**config.mk**
```make
export PLATFORM = sky130hd
export DESIGN_NAME = spi_port
export DESIGN_NICKNAME = d
export VERILOG_FILES = /design/src/rtl/spi_port_pkg.sv /design/src/rtl/spi_port_ctrl.sv /design/src/rtl/spi_port_dp.sv /design/src/rtl/spi_port.sv
export SDC_FILE = /design/constraint.sdc
export NUM_CORES = 1
export LEC_CHECK = 0
export ABC_CLOCK_PERIOD_IN_PS = 2250
export CORE_UTILIZATION = 47
export DETAILED_ROUTE_END_ITERATION = 10
export GPL_ROUTABILITY_DRIVEN = 0
export PLACE_DENSITY = 0.76
export SLEW_MARGIN = 20
export SYNTH_ARGS = -nofsm -noshare
export SYNTH_HDL_FRONTEND = slang
export SYNTH_SLANG_ARGS = --single-unit
```
**constraint.sdc**
```tcl
create_clock -name clk -period 2.25 [get_ports clk]
set_input_delay 0.45 -clock clk [delete_from_list [all_inputs] [get_ports clk]]
set_output_delay 0.45 -clock clk [all_outputs]
set_load 0.01 [all_outputs]
```
**src/rtl/spi_port_pkg.sv**
```systemverilog
package spi_port_pkg;

  localparam logic [3:0] MODE_DIV_A  = 4'b0000;
  localparam logic [3:0] MODE_DIV_B  = 4'b0001;
  localparam logic [3:0] MODE_DIV_C  = 4'b0010;
  localparam logic [3:0] MODE_TIMER  = 4'b0011;
  localparam logic [3:0] MODE_SL_SEL = 4'b0100;
  localparam logic [3:0] MODE_SL_ANY = 4'b0101;

  // Strobes from control to datapath, one cycle each
  typedef struct packed {
    logic load;       // copy processor byte into the shifter
    logic launch;     // present next bit on SDO
    logic capture;    // shift SDI in
    logic commit;     // this capture completes the byte
    logic collide;    // write refused during a transfer
    logic clearFlags; // port disabled
  } dpStrobe_t;

endpackage

```
**src/rtl/spi_port_ctrl.sv**
```systemverilog
module spi_port_ctrl
  import spi_port_pkg::*;
#(
  parameter int DATA_W = 8,
  parameter int DIV_A  = 4,
  parameter int DIV_B  = 16,
  parameter int DIV_C  = 64
) (
  input  logic       clk,
  input  logic       rstN,
  input  logic       enable,
  input  logic [3:0] modeSel,
  input  logic       clkPol,
  input  logic       clkEdge,
  input  logic       cycTick,
  input  logic       timerPulse,
  input  logic       bufWrEn,
  input  logic       sckIn,
  input  logic       ssN,
  output dpStrobe_t  strb,
  output logic       sckOut,
  output logic       busyOut
);

  localparam int HALF_A  = DIV_A / 2;
  localparam int HALF_B  = DIV_B / 2;
  localparam int HALF_C  = DIV_C / 2;
  localparam int DIV_W   = $clog2(HALF_C + 1);
  localparam int BIT_W   = $clog2(DATA_W);
  localparam int PHASE_W = $clog2(2 * DATA_W);
  localparam logic [PHASE_W-1:0] PHASE_LAST = PHASE_W'(2 * DATA_W - 1);
  localparam logic [BIT_W-1:0]   BIT_LAST   = BIT_W'(DATA_W - 1);

  logic isMaster, isSlave, active, ssCtl, ssBlock;
  assign isMaster = (modeSel[3:2] == 2'b00);
  assign isSlave  = (modeSel == MODE_SL_SEL) || (modeSel == MODE_SL_ANY);
  assign active   = enable && (isMaster || isSlave);
  // edge=1 slave requires select control, so it is forced on
  assign ssCtl    = (modeSel == MODE_SL_SEL) || ((modeSel == MODE_SL_ANY) && clkEdge);
  assign ssBlock  = isSlave && ssCtl && ssN;

  // ---------------- master clock generation ----------------
  logic [DIV_W-1:0]   halfLim, divCnt;
  logic [PHASE_W-1:0] phaseCnt;
  logic mBusy, sckLvl, tickEvt, phaseEvt;

  always_comb begin
    case (modeSel)
      MODE_DIV_B: halfLim = DIV_W'(HALF_B);
      MODE_DIV_C: halfLim = DIV_W'(HALF_C);
      default:    halfLim = DIV_W'(HALF_A);
    endcase
  end

  assign tickEvt  = (modeSel == MODE_TIMER) ? timerPulse
                                            : (cycTick && (divCnt == halfLim - 1'b1));
  assign phaseEvt = mBusy && tickEvt;

  // ---------------- slave clock synchroniser ----------------
  logic [1:0] sckSync;
  logic sckPrev, sckChg, sckAct, slaveRun;
  assign sckChg   = sckSync[1] ^ sckPrev;
  assign sckAct   = sckSync[1] ^ clkPol;
  assign slaveRun = active && isSlave && !ssBlock;

  always_ff @(posedge clk or negedge rstN) begin
    if (!rstN) begin
      sckSync <= '0;
      sckPrev <= 1'b0;
    end else begin
      sckSync <= {sckSync[0], sckIn};
      sckPrev <= sckSync[1];
    end
  end

  // ---------------- edge selection ----------------
  logic lead, trail, launchEvt, captureEvt;
  logic [BIT_W-1:0] bitCnt;
  logic inXfer;

  always_comb begin
    if (isMaster) begin
      lead  = phaseEvt && !phaseCnt[0];
      trail = phaseEvt &&  phaseCnt[0];
    end else begin
      lead  = slaveRun && sckChg &&  sckAct;
      trail = slaveRun && sckChg && !sckAct;
    end
  end

  assign launchEvt  = clkEdge ? trail : lead;
  assign captureEvt = clkEdge ? lead  : trail;
  assign inXfer     = active && (isMaster ? mBusy : (bitCnt != '0));

  always_comb begin
    strb            = '0;
    strb.load       = active && bufWrEn && !inXfer;
    strb.collide    = active && bufWrEn &&  inXfer;
    strb.launch     = launchEvt;
    strb.capture    = captureEvt;
    strb.commit     = captureEvt && (bitCnt == BIT_LAST);
    strb.clearFlags = !enable;
  end

  always_ff @(posedge clk or negedge rstN) begin
    if (!rstN) begin
      mBusy    <= 1'b0;
      divCnt   <= '0;
      phaseCnt <= '0;
      sckLvl   <= 1'b0;
      bitCnt   <= '0;
    end else if (!active) begin
      mBusy    <= 1'b0;
      divCnt   <= '0;
      phaseCnt <= '0;
      sckLvl   <= 1'b0;
      bitCnt   <= '0;
    end else begin
      if (isMaster) begin
        if (!mBusy) begin
          divCnt   <= '0;
          phaseCnt <= '0;
          sckLvl   <= 1'b0;
          if (strb.load) mBusy <= 1'b1;
        end else begin
          if (cycTick) divCnt <= (divCnt == halfLim - 1'b1) ? '0 : divCnt + 1'b1;
          if (phaseEvt) begin
            sckLvl   <= ~sckLvl;
            phaseCnt <= phaseCnt + 1'b1;
            if (phaseCnt == PHASE_LAST) mBusy <= 1'b0;
          end
        end
      end
      if (ssBlock) bitCnt <= '0;
      else if (captureEvt) bitCnt <= bitCnt + 1'b1;
    end
  end

  assign sckOut  = clkPol ^ (isMaster && sckLvl);
  assign busyOut = inXfer;

  // after the final trailing edge the clock is home and the port idle
  a_r1_sck_home: assert property (@(posedge clk) disable iff (!rstN)
    (enable && mBusy && phaseEvt && phaseCnt == PHASE_LAST) |=> (!mBusy && sckOut == clkPol));

  // timer-sourced clock moves only on a timer pulse
  a_r2_timer_paced: assert property (@(posedge clk) disable iff (!rstN)
    (enable && mBusy && modeSel == MODE_TIMER && !timerPulse) |=> $stable(sckOut));

  // select high holds the slave bit counter at zero
  a_r6_select_reset: assert property (@(posedge clk) disable iff (!rstN)
    (enable && modeSel == MODE_SL_SEL && ssN) |=> (bitCnt == '0));

endmodule

```
**src/rtl/spi_port_dp.sv**
```systemverilog
module spi_port_dp
  import spi_port_pkg::*;
#(
  parameter int DATA_W = 8
) (
  input  logic              clk,
  input  logic              rstN,
  input  dpStrobe_t         strb,
  input  logic [DATA_W-1:0] bufWrData,
  input  logic              bufRdEn,
  input  logic              sdi,
  output logic              sdo,
  output logic [DATA_W-1:0] bufData,
  output logic              bufFull,
  output logic              overflow,
  output logic              wrCollision
);

  logic [DATA_W-1:0] shiftReg;
  logic [DATA_W-1:0] nextShift;
  logic              sdoReg;

  assign nextShift = {shiftReg[DATA_W-2:0], sdi};

  always_ff @(posedge clk or negedge rstN) begin
    if (!rstN) begin
      shiftReg <= '0;
      sdoReg   <= 1'b0;
    end else if (strb.load) begin
      shiftReg <= bufWrData;
      sdoReg   <= bufWrData[DATA_W-1];
    end else if (strb.capture) begin
      shiftReg <= nextShift;
    end else if (strb.launch) begin
      sdoReg <= shiftReg[DATA_W-1];
    end
  end

  always_ff @(posedge clk or negedge rstN) begin
    if (!rstN) begin
      bufData     <= '0;
      bufFull     <= 1'b0;
      overflow    <= 1'b0;
      wrCollision <= 1'b0;
    end else if (strb.clearFlags) begin
      bufFull     <= 1'b0;
      overflow    <= 1'b0;
      wrCollision <= 1'b0;
    end else begin
      if (strb.commit) begin
        if (!bufFull || bufRdEn) bufData <= nextShift;
        else                     overflow <= 1'b1;
        bufFull <= 1'b1;
      end else if (bufRdEn) begin
        bufFull <= 1'b0;
      end
      if (strb.collide) wrCollision <= 1'b1;
    end
  end

  assign sdo = sdoReg;

  // a read with no byte arriving empties the buffer
  a_r8_read_clears: assert property (@(posedge clk) disable iff (!rstN)
    (bufRdEn && !strb.commit && !strb.clearFlags) |=> !bufFull);

  // an overflowing byte leaves the held byte untouched
  a_r9_buffer_kept: assert property (@(posedge clk) disable iff (!rstN)
    (strb.commit && bufFull && !bufRdEn && !strb.clearFlags) |=> ($stable(bufData) && overflow));

  // a refused write raises the collision flag
  a_r10_collision_flag: assert property (@(posedge clk) disable iff (!rstN)
    (strb.collide && !strb.clearFlags) |=> wrCollision);

endmodule

```
**src/rtl/spi_port.sv**
```systemverilog
module spi_port
  import spi_port_pkg::*;
#(
  parameter int DATA_W = 8,
  parameter int DIV_A  = 4,
  parameter int DIV_B  = 16,
  parameter int DIV_C  = 64
) (
  input  logic              clk,
  input  logic              rstN,
  input  logic              enable,
  input  logic [3:0]        modeSel,
  input  logic              clkPol,
  input  logic              clkEdge,
  input  logic              cycTick,
  input  logic              timerPulse,
  input  logic              bufWrEn,
  input  logic [DATA_W-1:0] bufWrData,
  input  logic              bufRdEn,
  output logic [DATA_W-1:0] bufRdData,
  output logic              bufFull,
  output logic              overflow,
  output logic              wrCollision,
  output logic              busy,
  input  logic              sckIn,
  output logic              sckOut,
  input  logic              sdi,
  output logic              sdo,
  input  logic              ssN
);

  dpStrobe_t strb;

  spi_port_ctrl #(
    .DATA_W(DATA_W), .DIV_A(DIV_A), .DIV_B(DIV_B), .DIV_C(DIV_C)
  ) i_ctrl (
    .clk       (clk),
    .rstN      (rstN),
    .enable    (enable),
    .modeSel   (modeSel),
    .clkPol    (clkPol),
    .clkEdge   (clkEdge),
    .cycTick   (cycTick),
    .timerPulse(timerPulse),
    .bufWrEn   (bufWrEn),
    .sckIn     (sckIn),
    .ssN       (ssN),
    .strb      (strb),
    .sckOut    (sckOut),
    .busyOut   (busy)
  );

  spi_port_dp #(
    .DATA_W(DATA_W)
  ) i_dp (
    .clk        (clk),
    .rstN       (rstN),
    .strb       (strb),
    .bufWrData  (bufWrData),
    .bufRdEn    (bufRdEn),
    .sdi        (sdi),
    .sdo        (sdo),
    .bufData    (bufRdData),
    .bufFull    (bufFull),
    .overflow   (overflow),
    .wrCollision(wrCollision)
  );

endmodule

```
-- After elaboration in Yosys (flattened, before gate mapping)
Index checks and enable logic that the tools add are counted.
- register bits: 38
- word-level logic and storage cells: 117
- add/subtract/negate cells: 4
- reductions and logical operators: 37
- bitwise gates (word level): 4
- mux-type cells: 42
- equal/unequal tests: 17
- operators by type and width (kind ; number):
    $mux 6 ; 5
    $mux 1 ; 27
    $logic_and 1x1->1 ; 19
    $mux 4 ; 4
    $mux 8 ; 2
    $pmux 6 s2 ; 1
    $mux 3 ; 3
    $ne 3x3->1 const B ; 3
    $eq 4x2->1 const B ; 2
    $eq 4x3->1 const B ; 2
    $ne 2x1->1 const B ; 4
    $reduce_and 2->1 ; 4
    $add 6x1->6 const B ; 1
    $eq 6x6->1 ; 1
    $sub 6x1->6 const B ; 1
    $logic_not 1->1 ; 5
    $add 4x1->4 const B ; 1
    $eq 4x1->1 const B ; 1
    $eq 4x4->1 const B ; 1
    $logic_or 1x1->1 ; 4
    $reduce_bool 2->1 ; 2
    $add 3x1->3 const B ; 1
    $eq 3x3->1 const B ; 1
    $ne 3x1->1 const B ; 1
    6 further kinds ; 8

-- Depth between registers and ports, before layout
Gate-level depths: netlist of the first run.
- depth after elaboration: 14
- mapped depth: 8
- depth with buffers taken out: 7

-- Hierarchy
From an unflattened synthesis of the first run, not the netlist that was laid out.
- cell total of the unflattened synthesis: 200
- area total of the unflattened synthesis: 2064.5 um2
- modules (own cells, without submodules) (module ; cells an instance ; area each (um2) ; instances ; sequential area each (um2)):
    spi_port_ctrl ; 133 ; 1202.4 ; 1 ; 450.4
    spi_port_dp ; 67 ; 862.1 ; 1 ; 500.5

-- Least setup slack after synthesis of the first run
No wires, ideal clock.
- kind: input -> register
- start point: in modeSel[0]
- end point: reg i_dp.bufData[0]
- path slack: -0.125 ns
- path buffers: 0
- arrival time: 2.250 ns
- required time: 2.125 ns
- cell stages on the path: 7
- cells stage by stage: nor4b_1 -> mux2i_1 -> o21a_1 -> a31oi_1 -> o221a_2 -> nand4b_4 -> mux2_4
- longest elaborated chain between the ends: 13
- elaborated cells on any way between the ends: 31
- those cells by class: 1 x add/sub; 6 x eq/ne; 5 x mux; 19 x reduce/logical
- RTL lines (item ; RTL line ; source):
    from (decl) ; spi_port.sv:12 ; input logic [3:0] modeSel,
    parallel branches: the longest is 10 deep, another holds $sub 6x1->6 ; - ;
    $mux 1 * ; spi_port_ctrl.sv:92 ; assign captureEvt = clkEdge ? lead : trail;
    $logic_and 1x1->1 * ; spi_port_ctrl.sv:101 ; strb.commit = captureEvt && (bitCnt == BIT_LAST);
    $reduce_and 3->1 (no line) * ; - ;
    to (signal assigned) ; spi_port_dp.sv:51 ; if (!bufFull || bufRdEn) bufData <= nextShift;
    to (decl) ; spi_port_dp.sv:13 ; output logic [DATA_W-1:0] bufData,
Every way passes the cells marked *.
A chain may end at the register's enable or synchronous reset.

-- Worst setup path after layout of the first run
- start point: reg i_ctrl.divCnt[4]
- end point: reg i_dp.bufData[1]
- longest elaborated chain between the ends: 9
- elaborated cells on any way between the ends: 11
- those cells by class: 1 x eq/ne; 4 x mux; 6 x reduce/logical
- RTL lines (item ; RTL line ; source):
    from (decl) ; spi_port_ctrl.sv:43 ; logic [DIV_W-1:0] halfLim, divCnt;
    from (signal assigned) ; spi_port_ctrl.sv:126 ; if (cycTick) divCnt <= (divCnt == halfLim - 1'b1) ? '0 : divCnt + 1'b1;
    $eq 6x6->1 * ; spi_port_ctrl.sv:56 ; : (cycTick && (divCnt == halfLim - 1'b1));
    $logic_and 1x1->1 * ; spi_port_ctrl.sv:56 ;
    $mux 1 * ; spi_port_ctrl.sv:55 ; assign tickEvt = (modeSel == MODE_TIMER) ? timerPulse
    $logic_and 1x1->1 * ; spi_port_ctrl.sv:57 ; assign phaseEvt = mBusy && tickEvt;
    $logic_and 1x1->1 (on tied branches) ; spi_port_ctrl.sv:84, spi_port_ctrl.sv:83 ;
    $mux 1 ; spi_port_ctrl.sv:82 ; if (isMaster) begin
    $mux 1 * ; spi_port_ctrl.sv:92 ;
    $logic_and 1x1->1 * ; spi_port_ctrl.sv:101 ;
    $reduce_and 3->1 (no line) * ; - ;
Mark *: on every way between the ends. The rest lies on a longest branch, timed or not.

==> results.md, run 1 <==
* DR WL/cell at 14.7 um
* M2 GR Usage at 37.0%
* Pre-CTS setup slack at -0.671 ns
* Initial DRT Pass Iterations at 4
* Row count at 23
* WP data required at about 2.4 ns
* Final Setup Violations at 0
* Ant. Diodes at 0
* Num ports at 38
* Setup crit start kind: flip-flop
* Pin count of the biggest net entering global routing at 39
* Multi-input logic area at roughly 0.0011 sq mm
* Min Clock Period, post-route at 2.23 ns
* Worst-case clock buffer depth at 2
* Total grt overflow at 0
* Antenna Nets Post-Route at 0
* Most frequent cell after synthesis: dfrtp_1
* Element type at the critical path end: flip-flop
* Critical Path AT at 2.42 ns
* Worst Clk Skew at 0.00919 ns
* Cell chain of the critical path: or2_4 > mux2i_1 > o21a_1 > a31oi_2 > o221a_2 > nand4b_4 > mux2_4
* Clock-pin slew on the worst setup and hold paths at 0.09 ns
* Status: finished, final reports clean
* Sequential Area at ~950 sq um
* Drt first-iter violations at 80
* Root buffer cell: clkbuf_8
* # H-tree levels at 2
* Peak Freq at roughly 450 MHz
* Ratio of cells with drive above 1 in the final layout at approximately a quarter
* RSZ-0062 raised after global routing: true
* Fin. Hold Viols at 0
* Seq cells post-synth at 38
* R2R Setup Slk at 0.02 ns
* Max transition margin at about 44%
* Routed via count at approximately 1700
* Area post-placement at between 0.002 and 0.003 sq mm
* DRC at 0
* Max-Cap Viols at 0
* Synth Instances at 195
* Largest stage delay, worst path at 0.39 ns
* Final core occ at 69.9%
* Pleak at 0.00135 uW
* Fin. max-slew vios at 0
* Number of buffers and inverters on the critical path at 0
* Final instance area at 0.00286 sq mm
* Final WS setup at 0.0180 ns
* Yosys cell types at 46
* Reg2Reg Depth at 7
* Clk sinks at 38
* Worst r2r src: i_ctrl.divCnt[4]
* Min-delay worst type: in -> async
* Number of hold buffers added after cts at 0
* Async S/R FF share, synth at 100%
* Ys flop type: dfrtp_1
* Crit path max fanout at 8
* Worst IR Drop VDD at between 0.3 and 0.4 mV
* Met1 usage at 28.9%
* Power Density at 550 mW/mm^2
* Grt peak-use layer: met2
* Syn-to-layout area delta at 39.5%
* Vias in the first global route at 1618
* M3 GR Usage at 5.00%
* Synth top area share at 46.4%
* Final HPWL DP at 3.50 mm
* Post-synthesis net count at 224
* First-pass GRT wire length at approximately 7.6 mm
* Syn avg cell area at 10.5 sq um
* R2R Path End: i_dp.bufData[1]
* Sequential fraction of the synthesis area at 46.4%
* Core ar. at 0.00409 sq mm
* Post-synth top area cell: dfrtp_1
* Kind of critical path: reg -> reg
* Slowest cell on crit path: dfrtp_1
* Total Routing Usage GR at a little under a quarter
* Fill cells at 313
* Hold_ws at 0.237 ns
* Post-synth EDFFs at 0
* Worst path top cell family by delay: compound AO/OA/AOI/OAI gates
* Antenna violations before repair at 0
* Power Total at 1570 uW
* Period utilization at 99.2%
* Starting Density at 50.1%
* Clock Latency Late Sink at 0.30 ns
* Largest cells by area after synthesis: dfrtp_1 (46%), mux2i_1 (5.9%), mux2_4 (5.9%)
* Routed WL at 4.73 mm
* Vias per cell at 5.31
* Number of port buffers at 37
* Die area at 0.00463 sq mm
* CTS tree: done
* Post-synth top cells: dfrtp_1 (38), nor2_1 (25), a21oi_1 (15)
* Nets at 300
* Synthesis Warnings at 0
* Num CTS Buffers at 5
* Cell Area, Synth at 0.00205 sq mm
* Die W at 68.0 um
* Worst Tran Pin Value at ~0.84 ns
* CP Depth at 7
* Die Span Y at 68.0 um
-- flip-flops by register name, indices dropped and copies added (netlist names) --
signal            flops
i_ctrl.bitCnt         3
i_ctrl.sckSync        2
i_ctrl.mBusy          1
i_dp.bufData          8
i_ctrl.sckPrev        1
i_ctrl.divCnt         6
i_dp.sdo              1
i_ctrl.sckLvl         1
i_dp.wrCollision      1
i_dp.overflow         1
i_dp.bufFull          1
i_ctrl.phaseCnt       4
i_dp.shiftReg         8
-- per-layer routing --
metal / share of wire [%] / up-vias / wire, um
met3: 3.6 / 9 / 169
li1: - / 848 / -
met5: 0 / - / 0
met2: 48 / 35 / 2270
met4: 1.9 / 0 / 91
met1: 47 / 817 / 2200
-- per-stage QoR --
stage | std cells | TNS (ns)
detailed placement | 312 | -14.82
global placement | 312 | -13.45
floorplan | 195 | -0.337
CTS | 321 | 0
finish | 322 | 0
global route | 322 | -0.487
-- layout make-up --
cell class | instances | area share (%)
multi-input cells | 147 | 38.2
flip-flops and latches | 38 | 33.3
repair buffers | 72 | 21.4
clock buffers | 5 | 2.41
well taps | 50 | 2.19
clock inverters | 3 | 1.58
inverters | 7 | 0.920
-- worst max-delay path by stage --
stage	from	end
finish	i_ctrl.divCnt[4]	i_dp.bufData[1]
global route	i_ctrl.divCnt[4]	i_dp.bufData[1]
CTS	i_ctrl.divCnt[4]	i_dp.bufData[1]
detailed placement	modeSel[0]	i_dp.bufData[1]
global placement	modeSel[0]	i_dp.bufData[4]
floorplan	modeSel[0]	i_dp.bufData[0]
-- placed cells by master, fill, tap and decap left out, drive strengths merged, types with 6 or more instances in the layout --
master	n
o21ai	10
clkdlybuf4s50	28
nor2	26
buf	40
inv	7
mux2	10
xnor2	8
mux2i	12
nand2	12
clkbuf	6
dfrtp	38
a21oi	15
-- cells by family after synthesis --
family | count (synthesis) | synth area share, %
xor gates and xnor gates | 11 | 4.70
muxes | 22 | 12.8
DFF | 38 | 46.4
and+or+nand+nor | 65 | 16.6
adders and majority gates | 5 | 3.05
AOI/OAI and AO/OA | 44 | 14.1
buffers and inverters | 10 | 2.26
-- power breakdown --
part	internal, uW	total [uW]	switching [uW]
logic	119	216	97.8
registers	723	754	31.0
clock network	330	600	270
-- what timing repair did --
item                                    4_1_cts  5_1_grt
resized for setup                            21       13
endpoints found under the setup margin       25        9
pin swaps                                     2        3
buffers inserted                              1        1
Note: power is estimated with default switching activity, not from simulation.
==> run 2, diff against run 1 <==
--- a/config.mk
+++ b/config.mk
@@ -6,6 +6,7 @@
 export NUM_CORES = 1
 export LEC_CHECK = 0
 export ABC_CLOCK_PERIOD_IN_PS = 2250
+export CORE_MARGIN = 2
 export CORE_UTILIZATION = 47
 export DETAILED_ROUTE_END_ITERATION = 10
 export GPL_ROUTABILITY_DRIVEN = 0
==> run 2 against run 1 <==
Global-route usage is 2.8 points lower. Worst setup slack better by 0.027 ns. Hold slack better by 0.026 ns. Critical path depth stayed put. Register-to-register slack better by 0.03 ns. Critical path type unchanged. Critical endpoint is now i_dp.bufData[2].
==> results.md, run 2 (same netlist as run 1, synthesis figures left out) <==
* NetSw at 364 uW (-8.7%)
* Clock-pin slew on the worst setup and hold paths at 0.07 ns (-0.02 ns)
* Total Routing Usage GR at 20.0% (-2.8 points)
* DRC at 0 (unchanged)
* Pin count of the biggest net entering global routing at 39 (unchanged)
* WP data required at 2.43 ns (about the same)
* Worst Clk Skew at 0.00249 ns (-0.00670 ns)
* Worst Tran Pin Value at 0.841 ns (+0.000783 ns)
* Die Span Y at 70.0 um (+2.9%)
* CTS tree: done
* Row count at 24 (+4.3%)
* Max transition margin at 43.9% (-0.052 points)
* Power Density at 531 mW/mm^2 (-3.5%)
* Total grt overflow at 0 (unchanged)
* Switching share of total power at 23.9% (-1.5 points)
* Status: finished, final reports clean
* Number of hold buffers added after cts at 0 (unchanged)
* Nets at 301 (+0.33%)
* Worst IR Drop VDD at 0.371 mV (+16%)
* # H-tree levels at 2 (unchanged)
* Worst-case clock buffer depth at 2 (unchanged)
* Routed WL at 4.49 mm (-5.1%)
* Final WS setup at 0.0447 ns (+0.0267 ns)
* Final HPWL DP at 3.43 mm (-1.8%)
* Post-Place Cells at 312 (unchanged)
* Clock Latency Late Sink at 0.29 ns (about the same)
* Number of port buffers at 37 (unchanged)
* Vias in the first global route at 1666 (+3.0%)
* Kind of critical path: reg -> reg
* Cell Count, Final, Fillers Out at 325 (+0.93%)
* Vias per cell at 5.24 (-1.3%)
* Power Total at 1520 uW (-3.1%)
* Commonest non-fill, non-tap cell in the layout: dfrtp_1
* Ratio of cells with drive above 1 in the final layout at 26.0% (-0.096 points)
* Routed via count at 1702 (-0.41%)
* Pre-CTS setup slack at -0.711 ns (-0.0402 ns)
* Drt first-iter violations at 82 (+2.5%)
* Largest regs: i_dp.bufData (8), i_dp.shiftReg (8), i_ctrl.divCnt (6)
* DR WL/cell at 13.8 um (-6.0%)
* Antenna Nets Post-Route at 0 (unchanged)
* Element type at the critical path end: flip-flop
* Core ar. at 0.00426 sq mm (+4.3%)
* Period utilization at 98.0% (-1.2 points)
* Setup crit start kind: flip-flop
* Fin. Hold Viols at 0 (unchanged)
* Peak Freq at 453 MHz (+1.2%)
* Critical Path AT at 2.38 ns (-0.04 ns)
* Max-Cap Viols at 0 (unchanged)
* Final Setup Violations at 0 (unchanged)
* Antenna violations before repair at 0 (unchanged)
* Initial DRT Pass Iterations at 4 (unchanged)
* Num ports at 38 (unchanged)
* Min-delay worst type: in -> async
* Clock power frac at 35.8% (-2.4 points)
* First-pass GRT wire length at 7.63 mm (+0.82%)
* Root buffer cell: clkbuf_8
* Die W at 70.0 um (+2.9%)
* Commonest non-fill, non-tap cells in the layout: dfrtp_1 (38), buf_4 (36), clkdlybuf4s50_1 (28)
* Die area at 0.00490 sq mm (+6.0%)
* Clk sinks at 38 (unchanged)
* Power Internal at 1160 uW (-1.2%)
* Pleak at 0.00137 uW (+1.1%)
* Comb power frac at 14.7% (+0.9 points)
* Crit path max fanout at 8 (unchanged)
* Total negative slack at 0 ns (unchanged)
* Fin. max-slew vios at 0 (unchanged)
* Min Clock Period, post-route at 2.21 ns (-0.0267 ns)
* Seq pwr share at 49.5% (+1.5 points)
* Ant. Diodes at 0 (unchanged)
* Num CTS Buffers at 5 (unchanged)
* RSZ-0062 raised after global routing: true
* Syn-to-layout area delta at 40.0%
* Starting Density at 48.0% (-2.1 points)
run 2: changes by cell type in the layout (fill, tap and decap cells not counted), sizes merged:
cell and change:
buf +1, bufinv -1, clkbuf +2, clkinvlp -2, dlygate4sd2 +1
run 2: final timing paths:
path | from | to | slack [ns] | cells past startpoint
min in group clk | i_ctrl.sckSync[0] | i_ctrl.sckSync[1] | 0.35 | 0
max in group asynchronous | rstN | i_ctrl.sckLvl | 1.47 | 1
max | i_ctrl.divCnt[4] | i_dp.bufData[2] | 0.04 | 7
min | rstN | i_dp.overflow | 0.26 | 1
max reg2reg | i_ctrl.divCnt[4] | i_dp.bufData[2] | 0.04 | 7
min reg2reg | i_ctrl.sckSync[0] | i_ctrl.sckSync[1] | 0.35 | 0
run 2: routing by layer:
layer	vias up	wire length, um	track usage, %
met5	-	0	0
met4	0	58	7.91
met3	7	163	5.48
met2	32	2220	32.8
met1	816	2050	25.1
li1	847	-	-
run 2: final cells by class:
class | instances | area (sq um)
clock buffer | 8 | 110
tap | 52 | 65.1
multi-input combinational | 147 | 1080
sequential | 38 | 951
inverter | 7 | 26.3
fill | 335 | 1400
timing repair buffer | 73 | 631
run 2: through the flow:
step	utilization [%]	cell area (sq um)	hold slack [ns]
after floorplan	-	2060	0.154
after global placement	63.5	2710	0.336
after detailed placement	63.5	2710	0.340
after CTS	66.4	2830	0.288
after global routing	67.3	2870	0.331
final	67.3	2870	0.263
run 2: timing repair:
| item | in CTS | in global routing |
|---|---|---|
| pin swaps | 3 | 4 |
| endpoints found under the setup margin | 32 | 18 |
| setup buffers | 2 | 3 |
| resized for setup | 20 | 13 |
run 2: critical path, cell delays in order, from the launching register on:
cell and delay [ns]:
dfrtp_1 0.42, or2_4 0.24, mux2i_2 0.16, o21a_1 0.20, a31oi_2 0.11, o221a_2 0.32
nand4b_4 0.29, mux2_4 0.36
run 2: power groups by stage:
stage | Combinational, uW | Sequential [uW] | Clock (uW)
2_1_floorplan | 91.0 | 761 | 0
3_3_place_gp | 211 | 765 | 0
3_5_place_dp | 219 | 767 | 0
4_1_cts | 219 | 754 | 555
5_1_grt | 248 | 758 | 579
6_report | 224 | 753 | 545
==> run 3, diff against run 2 <==
--- a/config.mk
+++ b/config.mk
@@ -6,11 +6,13 @@
 export NUM_CORES = 1
 export LEC_CHECK = 0
 export ABC_CLOCK_PERIOD_IN_PS = 2250
-export CORE_MARGIN = 2
-export CORE_UTILIZATION = 47
+export CELL_PAD_IN_SITES_DETAIL_PLACEMENT = 1
+export CELL_PAD_IN_SITES_GLOBAL_PLACEMENT = 1
+export CORE_MARGIN = 1
+export CORE_UTILIZATION = 36
 export DETAILED_ROUTE_END_ITERATION = 10
 export GPL_ROUTABILITY_DRIVEN = 0
-export PLACE_DENSITY = 0.76
+export PLACE_DENSITY_LB_ADDON = 0.1
 export SLEW_MARGIN = 20
 export SYNTH_ARGS = -nofsm -noshare
 export SYNTH_HDL_FRONTEND = slang
==> run 3 against run 2 <==
The run now ends with setup timing left. Sequential share of layout area fell by 1.0 points. Combinational power rose by 2%. Worst setup slack got worse by 0.098 ns. Total power rose by 11%. Critical path type is now in -> reg.
==> results.md, run 3 (same netlist as run 1, synthesis figures left out) <==
* Clock power frac at 41.7% (+5.9 points)
* Ratio of cells with drive above 1 in the final layout at 26.5% (+0.49 points)
* Die area at 0.00600 sq mm (+22%)
* Status: finished, violations left
* Pleak at 0.00137 uW (about the same)
* Clk sinks at 38 (unchanged)
* Die Span Y at 77.4 um (+11%)
* Min-delay worst type: in -> async
* Fill cells at 622 (+86%)
* Power Internal at 1290 uW (+11%)
* Syn-to-layout area delta at 44.5%
* Total Routing Usage GR at 20.4% (+0.41 points)
* Max transition margin at 40.9% (-3.0 points)
* Min Clock Period, post-route at 2.30 ns (+0.0981 ns)
* Total grt overflow at 0 (unchanged)
* WP data required at 2.43 ns (about the same)
* R2R Path End: i_dp.bufData[2]
* Ant. Diodes at 0 (unchanged)
* Met1 WL at 2.13 mm (+3.7%)
* Worst-case clock buffer depth at 2 (unchanged)
* Number of hold buffers added after cts at 0 (unchanged)
* Hold_ws at 0.270 ns (+0.00662 ns)
* Cell Count, Final, Fillers Out at 340 (+4.6%)
* Kind of critical path: in -> reg
* Pin count of the biggest net entering global routing at 39 (unchanged)
* NetSw at 396 uW (+8.8%)
* Fin. Hold Viols at 0 (unchanged)
* Clock Latency Late Sink at 0.30 ns (about the same)
* Vias in the first global route at 1935 (+16%)
* Row count at 27 (+13%)
* Power Total at 1690 uW (+11%)
* Routed via count at 1735 (+1.9%)
* Vias per cell at 5.10 (-2.6%)
* Comb power frac at 13.5% (-1.2 points)
* Max-Cap Viols at 0 (unchanged)
* CTS tree: done
* Core ar. at 0.00551 sq mm (+29%)
* Seq pwr share at 44.8% (-4.7 points)
* Period utilization at 102% (+4.4 points)
* RSZ-0062 raised after global routing: true
* Worst Clk Skew at 0.0103 ns (+0.00782 ns)
* R2R Setup Slk at -0.02 ns (-0.06 ns)
* Initial DRT Pass Iterations at 4 (unchanged)
* Violated checks: setup timing
* Switching share of total power at 23.5% (-0.43 points)
* Final HPWL DP at 4.24 mm (+24%)
* Commonest non-fill, non-tap cell in the layout: dfrtp_1
* Routed WL at 5.48 mm (+22%)
* Highest metal used: met4
* Worst Tran Pin Value at 0.886 ns (+0.0452 ns)
* Nets at 296 (-1.7%)
* Die W at 77.4 um (+11%)
* Peak Freq at 434 MHz (-4.3%)
* Detail Route met2 WL at 3.10 mm (+40%)
* Power Density at 570 mW/mm^2 (+7.4%)
* Final Setup Violations at 8 (+8)
* Crit path max fanout at 8 (unchanged)
* Element type at the critical path end: flip-flop
* Final instance area at 0.00296 sq mm (+3.2%)
* Commonest non-fill, non-tap cells in the layout: dfrtp_1 (38), buf_4 (31), clkdlybuf4s50_1 (29)
* Drt first-iter violations at 18 (-78%)
* Num ports at 38 (unchanged)
* Root buffer cell: clkbuf_8
* DRC at 0 (unchanged)
* Fin. max-slew vios at 0 (unchanged)
* Largest regs: i_dp.bufData (8), i_dp.shiftReg (8), i_ctrl.divCnt (6)
* Setup crit start kind: input port
* Area post-placement at 0.00270 sq mm (-0.19%)
* Antenna violations before repair at 0 (unchanged)
* First-pass GRT wire length at 9.34 mm (+22%)
* WL met3 at 173 um (+6.1%)
* Clock-pin slew on the worst setup and hold paths at 0.08 ns (about the same)
* # H-tree levels at 2 (unchanged)
* Final WS setup at -0.0533 ns (-0.0981 ns)
* Worst IR Drop VDD at 0.303 mV (-18%)
* Antenna Nets Post-Route at 0 (unchanged)
* Critical Path AT at 2.49 ns (+0.11 ns)
* Number of port buffers at 37 (unchanged)
* Post-Place Cells at 328 (+5.1%)
* DR WL/cell at 16.1 um (+17%)
* Starting Density at 37.2% (-11 points)
* Num CTS Buffers at 5 (unchanged)
* Worst r2r src: i_ctrl.divCnt[4]
* Reg2Reg Depth at 8 (+1)
[run 3: cell count changes in the layout (fill, tap and decap cells not counted), sizes merged]
cell           before  now
clkdlybuf4s50      28   29
dlygate4sd2         3    2
dlymetal6s2s        1    0
clkinv              0    1
clkbuf              8    5
clkdlybuf4s15       0    1
buf                41   36
bufinv              0    2
[run 3: stage by stage]
stage                     util [%]  TNS (ns)  setup WS (ns)
after floorplan                  -    -0.337        -0.0422
after global placement        49.1    -15.86         -0.701
after detailed placement      49.1    -20.19         -0.856
after CTS                     52.0  -0.00177       -0.00177
after global routing          53.7    -0.920         -0.116
final                         53.7    -0.391        -0.0533
[run 3: power groups by stage]
stage | registers, uW | clock network, uW | logic (uW)
floorplan | 761 | 0 | 91.0
detailed placement | 771 | 0 | 216
global route | 762 | 742 | 252
global placement | 767 | 0 | 206
CTS | 758 | 717 | 221
finish | 756 | 703 | 228
[run 3: layout make-up]
| class | count | area (sq um) | area share (%) |
|---|---|---|---|
| clock inverters | 3 | 68.8 | 2.33 |
| well taps | 72 | 90.1 | 3.04 |
| flip-flops and latches | 38 | 951 | 32.1 |
| repair buffers | 68 | 598 | 20.2 |
| clock buffers | 5 | 68.8 | 2.33 |
| multi-input cells | 147 | 1160 | 39.1 |
| inverters | 7 | 26.3 | 0.888 |
[run 3: worst max-delay path by stage]
stage / start / to / slack (ns) / cells past startpoint
finish: modeSel[0] / i_dp.bufData[2] / -0.05 / 9
global route: modeSel[0] / i_dp.bufData[0] / -0.12 / 9
CTS: i_ctrl.sckSync[1] / i_dp.bufData[2] / -0.002 / 7
detailed placement: modeSel[0] / i_dp.bufData[6] / -0.86 / 8
global placement: modeSel[0] / i_dp.bufData[7] / -0.70 / 8
floorplan: modeSel[0] / i_dp.bufData[0] / -0.04 / 7
[run 3: repair_timing]
action,in CTS,in global routing
buffers inserted,2,2
resized for setup,27,20
endpoints found under the setup margin,30,10
pin swaps,5,2
[run 3: routing by layer]
metal  up-vias  track usage, %
met1       853            21.4
met3         8            4.12
met2        33            40.4
li1        841               -
met4         0            5.66
met5         -               0
[run 3: worst max-delay path, cell delays in order]
cell      delay [ns]
buf_8           0.11
nor4b_4         0.29
mux2i_1         0.29
o21a_1          0.25
buf_6           0.14
a21oi_4         0.05
o221a_4         0.25
nand4b_4        0.29
mux2_4          0.36
